--- src/rtl/pdm_pkg.sv ---
package pdm_pkg;

  // address width for a bank of n channels, never below one bit
  function automatic int unsigned sel_width(input int unsigned n);
    return (n <= 1) ? 1 : $clog2(n);
  endfunction

endpackage

--- src/rtl/pdm_rst_sync.sv ---
module pdm_rst_sync (
  input  logic clk,
  input  logic rst_n,
  output logic rst_n_sync
);

  logic [1:0] stage_q;
  logic [1:0] stage_d;

  always_comb begin
    stage_d = {stage_q[0], 1'b1};
  end

  always_ff @(posedge clk or negedge rst_n) begin
    if (!rst_n) begin
      stage_q <= 2'b00;
    end else begin
      stage_q <= stage_d;
    end
  end

  assign rst_n_sync = stage_q[1];

endmodule

--- src/rtl/pdm_duty_file.sv ---
module pdm_duty_file #(
  parameter int unsigned NUM_CH = 96,
  parameter int unsigned DUTY_W = 10,
  parameter int unsigned ADDR_W = 7
) (
  input  logic                             clk,
  input  logic                             rst_n,
  input  logic                             wr_en,
  input  logic [ADDR_W-1:0]                wr_addr,
  input  logic [DUTY_W-1:0]                wr_data,
  output logic [NUM_CH-1:0][DUTY_W-1:0]    duty_o
);

  logic [NUM_CH-1:0] load_en;

  for (genvar ch = 0; ch < NUM_CH; ch++) begin : g_slot
    logic [DUTY_W-1:0] duty_q;

    always_comb begin
      load_en[ch] = wr_en && (wr_addr == ADDR_W'(ch));
    end

    always_ff @(posedge clk or negedge rst_n) begin
      if (!rst_n) begin
        duty_q <= '0;
      end else if (load_en[ch]) begin
        duty_q <= wr_data;
      end
    end

    assign duty_o[ch] = duty_q;
  end

  // an in-range write lands in the addressed slot
  p_write_lands_r2: assert property (@(posedge clk) disable iff (!rst_n)
    (wr_en && (int'(wr_addr) < int'(NUM_CH))) |=> (duty_o[$past(wr_addr)] == $past(wr_data)));

  // a write beyond the last channel leaves every slot untouched
  p_ignore_oob_r9: assert property (@(posedge clk) disable iff (!rst_n)
    (wr_en && (int'(wr_addr) >= int'(NUM_CH))) |=> $stable(duty_o));

endmodule

--- src/rtl/pdm_channel.sv ---
module pdm_channel #(
  parameter int unsigned DUTY_W = 10
) (
  input  logic              clk,
  input  logic              rst_n,
  input  logic [DUTY_W-1:0] duty_i,
  output logic              pdm_o
);

  localparam logic [DUTY_W-1:0] FULL = {DUTY_W{1'b1}};

  logic [DUTY_W-1:0] acc_q;
  logic [DUTY_W-1:0] acc_d;
  logic              out_q;
  logic              out_d;
  logic [DUTY_W:0]   sum;

  always_comb begin
    sum   = {1'b0, acc_q} + {1'b0, duty_i};
    acc_d = sum[DUTY_W-1:0];
    out_d = sum[DUTY_W];
  end

  always_ff @(posedge clk or negedge rst_n) begin
    if (!rst_n) begin
      acc_q <= '0;
      out_q <= 1'b0;
    end else begin
      acc_q <= acc_d;
      out_q <= out_d;
    end
  end

  assign pdm_o = out_q;

  // a zero duty word never produces a high output
  p_zero_low_r5: assert property (@(posedge clk) disable iff (!rst_n)
    (duty_i == '0) |=> !pdm_o);

  // at full scale a low cycle is always followed by a high one
  p_full_gap_r6: assert property (@(posedge clk) disable iff (!rst_n)
    (!pdm_o && (duty_i == FULL) && ($past(duty_i) == FULL)) |=> pdm_o);

endmodule

--- src/rtl/pdm_bank.sv ---
module pdm_bank #(
  parameter int unsigned NUM_CH = 96,
  parameter int unsigned DUTY_W = 10,
  parameter int unsigned ADDR_W = pdm_pkg::sel_width(NUM_CH)
) (
  input  logic              clk,
  input  logic              rst_n,
  input  logic              wr_en,
  input  logic [ADDR_W-1:0] wr_addr,
  input  logic [DUTY_W-1:0] wr_data,
  output logic [NUM_CH-1:0] pdm_out
);

  logic                          rst_n_int;
  logic [NUM_CH-1:0][DUTY_W-1:0] duty;

  pdm_rst_sync u_rst_sync (
    .clk        (clk),
    .rst_n      (rst_n),
    .rst_n_sync (rst_n_int)
  );

  pdm_duty_file #(
    .NUM_CH (NUM_CH),
    .DUTY_W (DUTY_W),
    .ADDR_W (ADDR_W)
  ) u_duty_file (
    .clk     (clk),
    .rst_n   (rst_n_int),
    .wr_en   (wr_en),
    .wr_addr (wr_addr),
    .wr_data (wr_data),
    .duty_o  (duty)
  );

  for (genvar ch = 0; ch < NUM_CH; ch++) begin : g_chan
    pdm_channel #(
      .DUTY_W (DUTY_W)
    ) u_chan (
      .clk    (clk),
      .rst_n  (rst_n_int),
      .duty_i (duty[ch]),
      .pdm_o  (pdm_out[ch])
    );
  end

  // outputs are held low while the internal reset is active
  p_reset_low_r1: assert property (@(posedge clk)
    (!rst_n_int && !$isunknown(rst_n_int)) |-> (pdm_out == '0));

endmodule

--- config.mk ---
export PLATFORM = sky130hd
export DESIGN_NAME = pdm_bank
export DESIGN_NICKNAME = d
export VERILOG_FILES = /design/src/rtl/pdm_pkg.sv /design/src/rtl/pdm_rst_sync.sv /design/src/rtl/pdm_duty_file.sv /design/src/rtl/pdm_channel.sv /design/src/rtl/pdm_bank.sv
export SDC_FILE = /design/constraint.sdc
export NUM_CORES = 2
export LEC_CHECK = 0
export ABC_AREA = 1
export BUFFER_PORTS_ARGS = -buffer_cell sky130_fd_sc_hd__buf_2
export CAP_MARGIN = 30
export CORE_ASPECT_RATIO = 1.75
export CORE_MARGIN = 8
export CORE_UTILIZATION = 40
export CTS_CLUSTER_SIZE = 12
export DETAILED_ROUTE_END_ITERATION = 10
export PLACE_DENSITY = 0.62
export SLEW_MARGIN = 20
export SYNTH_ARGS = -nofsm -noshare
export SYNTH_HDL_FRONTEND = slang
export SYNTH_SLANG_ARGS = --single-unit
--- constraint.sdc ---
create_clock -name clk -period 131.9 [get_ports clk]
set_input_delay 0 -clock clk [delete_from_list [all_inputs] [get_ports clk]]
set_output_delay 0 -clock clk [all_outputs]
set_load 0.05 [all_outputs]
==> qor.log <==
INFO  die            die-width=409µm
INFO  setup_path     worst-path-max-fanout=156
INFO  cts            path_clk_slew=60ps
INFO  synthesis      synth-seq-cells=2,018
INFO  hold_path      hold_path.startpoint=wr_addr[5]
INFO  setup_path     worst_reg2reg_path_endpoint=u_duty_file.g_slot[43].duty_q[8]
INFO  routing        number_of_routed_nets_with_antenna_violations=0
INFO  synthesis      yosysWarnings=0
INFO  die            std_cell_rows=252
INFO  finish         design.final.nets=14.0k
INFO  setup_path     timing.reg2reg.setup_slack=127,940ps
INFO  synthesis      share_of_synthesized_area_occupied_by_flip_flops_and_latches=46.7%
INFO  routing        dr_pass1_iterations=6
INFO  sta            fmax=0.252GHz
INFO  sta            fin_worst_hold_slack=139ps
INFO  setup_path     timing.critical_path.slowest_stage_cell=sky130_fd_sc_hd__buf_4
INFO  finish         fillCellCount=26.9k
INFO  routing        avgViaCountPerCell=4.89
INFO  finish         post_route_cells_drive_above_1_share=3.57%
INFO  place          postPlaceCellArea=0.112mm²
INFO  setup_path     crit_path_cell_trace=buf_16, buf_4, buf_4, buf_4, buf_12
INFO  cts            cts-root-to-sink-buffers=4
INFO  cts            cts_made_buffers=206
INFO  sta            largest_clock_skew_in_the_final_design=33.4ps
INFO  routing        route.final.wire_length=250mm
INFO  global_route   grt_use_total=17.3%
INFO  sta            rsz0062_at_grt=false
INFO  die            die_area=0.288mm²
INFO  setup_path     cp_slowest_stage_delay=740ps
INFO  power          report.power.total=2.21mW
INFO  finish         mostFrequentLayoutCell=sky130_fd_sc_hd__nand2_1
INFO  setup_path     endpoint_kind=asynchronous set/reset pin
INFO  cts            clock_sink_count=2,018
INFO  synthesis      post_synth_instance_area=0.108mm²
INFO  sta            tns=0ps
INFO  place          total_half_perimeter_wirelength_after_legalization_and_detailed_placement=164mm
INFO  routing        dr_total_vias=81.1k
INFO  setup_path     worst_path_most_repeated_cell=sky130_fd_sc_hd__buf_4
INFO  finish         finish.instance_area=0.118mm²
INFO  global_route   grt.overflow.total=0
INFO  sta            fin_crit=3970ps
INFO  setup_path     cp.arrival=4800ps
INFO  cts            clock_tree_from_tritoncts=built
INFO  cts            clock_insertion_delay_worst_skew=850ps
INFO  setup_path     setup.worst_path.start_class=flip-flop
INFO  global_route   antenna_found_initial=24
INFO  outcome        run_status=completed
INFO  setup_path     worst-r2r-cell-count=5
INFO  die            initial_core_util=40.2%
INFO  power          power.ir.vdd_worst=0.0000105V
INFO  synthesis      synth_nets=14.0k
INFO  place          global_placer_s_final_weighted_congestion=0.822
INFO  die            pin_count=116
INFO  synthesis      synth_cells=12.9k
INFO  finish         most-common-layout-cells=sky130_fd_sc_hd__nand2_1 (4,333), sky130_fd_sc_hd__dfrtp_1 (2,017), sky130_fd_sc_hd__inv_1 (1,459), sky130_fd_sc_hd__ha_1 (960), sky130_fd_sc_hd__nand3_1 (721)
INFO  routing        routedWlPerCell=15.1µm
INFO  hold_path      timing.hold.worst.class=in2reg
INFO  power          cellPowerDensity=18.8mW/mm²
INFO  finish         synthesis_to_layout_area_growth=8.94%
INFO  sta            timing_worst_slew_pin_value=996ps
INFO  synthesis      yosys.cell_types.count=33
INFO  global_route   grt_first_pass_wirelength=414mm
INFO  sta            maxSlewHeadroom=33.6%
INFO  global_route   first_global_vias=82.3k
INFO  hold_path      whs_path_depth=5
INFO  synthesis      postSynthAreaPerCell=8.38µm²
INFO  finish         utilization=43.8%
INFO  die            fp.coreArea=0.269mm²
INFO  setup_path     cp_data_required_time=132,730ps
INFO  cts            h-tree-depth=4
INFO  routing        drtIter0Drc=4,051
INFO  setup_path     setup.worst_path.class=reg2async
INFO  sta            timing_hold_violations_final=0
INFO  cts            cts_post_setup_buffers_inserted=0
INFO  hold_path      hold_end=u_duty_file.g_slot[53].duty_q[3]
INFO  die            die-height=704µm
INFO  place          place.port_buffers=115
INFO  cts            cts.repair.resized=0
INFO  cts            ctsRootBufferMaster=sky130_fd_sc_hd__clkbuf_16
INFO  routing        drc=0
INFO  job            cap_viol_max_count=0
INFO  power          leakage=64.2nW
INFO  sta            setup_viol=0
INFO  sta            min_period_over_period=3.01%
INFO  setup_path     timing.rr.start=u_rst_sync.stage_q[1]
INFO  sta            maxSlewViolCount=0
INFO  global_route   pin_count_of_the_biggest_net_entering_global_routing=163
[cell families after synthesis]
logic type,after synthesis,synth area share [%]
AO/OA/AOI/OAI,1735,8.54
XOR/XNOR,384,3.11
adder cells (fa/ha/maj),1056,12.9
buffers and inverters,1870,7.10
flip-flops,2018,46.7
other,1,0.00347
AND/OR/NAND/NOR,5855,21.7
[worst max-delay path, delay by kind of cell (launching register included)]
| kind | cells | cell delay, ps |
|---|---|---|
| DFF | 1 | 590 |
| buffers and inverters | 5 | 3000 |
[stage by stage]
step                worst slack, ps  instances
floorplan                     71480      12900
global placement             127430      16200
detailed placement           127380      16200
CTS                          127400      16600
global route                 127340      16600
finish                       127940      16600
[synth_stat cells]
cell type / number / area (µm²)
sky130_fd_sc_hd__nor2_2: 16 / 100
sky130_fd_sc_hd__o21ai_0: 467 / 2340
sky130_fd_sc_hd__o21ai_1: 546 / 2730
sky130_fd_sc_hd__nand2_2: 3 / 18.8
sky130_fd_sc_hd__a31oi_1: 50 / 313
sky130_fd_sc_hd__conb_1: 1 / 3.75
sky130_fd_sc_hd__fa_1: 96 / 1920
sky130_fd_sc_hd__clkbuf_2: 15 / 75.1
sky130_fd_sc_hd__nor3_1: 54 / 270
sky130_fd_sc_hd__inv_1: 1459 / 5480
sky130_fd_sc_hd__inv_2: 15 / 56.3
sky130_fd_sc_hd__nand3b_1: 43 / 323
sky130_fd_sc_hd__buf_4: 108 / 811
sky130_fd_sc_hd__xnor2_1: 93 / 815
sky130_fd_sc_hd__buf_6: 16 / 180
sky130_fd_sc_hd__buf_2: 97 / 485
sky130_fd_sc_hd__nor2_4: 9 / 101
sky130_fd_sc_hd__nand4_1: 96 / 601
sky130_fd_sc_hd__ha_1: 960 / 12000
sky130_fd_sc_hd__o21bai_1: 100 / 751
sky130_fd_sc_hd__nand3_1: 721 / 3610
sky130_fd_sc_hd__nor3_2: 1 / 10.0
sky130_fd_sc_hd__nand2_4: 1 / 11.3
sky130_fd_sc_hd__a21boi_0: 3 / 22.5
sky130_fd_sc_hd__xor2_1: 291 / 2550
sky130_fd_sc_hd__nor2_1: 578 / 2170
sky130_fd_sc_hd__clkbuf_1: 159 / 597
sky130_fd_sc_hd__dfrtp_1: 2018 / 50500
sky130_fd_sc_hd__a21o_1: 53 / 398
sky130_fd_sc_hd__o21a_1: 43 / 323
sky130_fd_sc_hd__nand2_1: 4333 / 16300
sky130_fd_sc_hd__inv_4: 1 / 6.26
sky130_fd_sc_hd__a21oi_1: 473 / 2370
[routing by layer]
metal	vias to the layer above	share of wire [%]	global-route usage, %
met4	4	2.6	4.60
met3	368	3.1	1.96
met2	857	52	32.5
met5	-	0.011	0
met1	38600	42	20.7
li1	41200	-	-
[cell type report]
type	instances	area (µm²)	share of cell area [%]
Sequential cell	2018	50500	42.8
Multi-Input combinational cell	9031	50000	42.4
Clock buffer	285	5730	4.86
Inverter	1475	5610	4.76
Tap cell	3556	4450	3.77
Timing Repair Buffer	190	1350	1.15
Clock inverter	19	163	0.138
Antenna cell	13	32.5	0.0276
[what timing repair did]
item / CTS / global route
endpoints found under the hold margin: 582 / 0
endpoints found under the setup margin: 0 / 0
hold buffers: 23 / 0
[sequential cells by signal (all words and copies together) (netlist names)]
register	cells
g_chan.u_chan.pdm_o	96
u_rst_sync.stage_q	2
g_chan.u_chan.acc_q	960
u_duty_file.g_slot.duty_q	960
[power breakdown]
group	switching [mW]	total (mW)	internal [mW]
Clock	0.241	0.541	0.301
Sequential	0.0693	0.871	0.801
Combinational	0.503	0.802	0.299
[worst max path at each step]
| stage | start | end | slack [ps] | depth (start not counted) |
|---|---|---|---|---|
| floorplan | u_rst_sync.stage_q[1] | g_chan[0].u_chan.acc_q[0] | 71480 | 0 |
| detailed placement | u_rst_sync.stage_q[1] | g_chan[47].u_chan.pdm_o | 127380 | 4 |
| finish | u_rst_sync.stage_q[1] | u_duty_file.g_slot[43].duty_q[8] | 127940 | 5 |
| CTS | u_rst_sync.stage_q[1] | u_duty_file.g_slot[84].duty_q[9] | 127400 | 4 |
| global route | u_rst_sync.stage_q[1] | u_duty_file.g_slot[43].duty_q[8] | 127340 | 5 |
| global placement | u_rst_sync.stage_q[1] | g_chan[47].u_chan.pdm_o | 127430 | 4 |
Power figures use the tool's default switching activity.
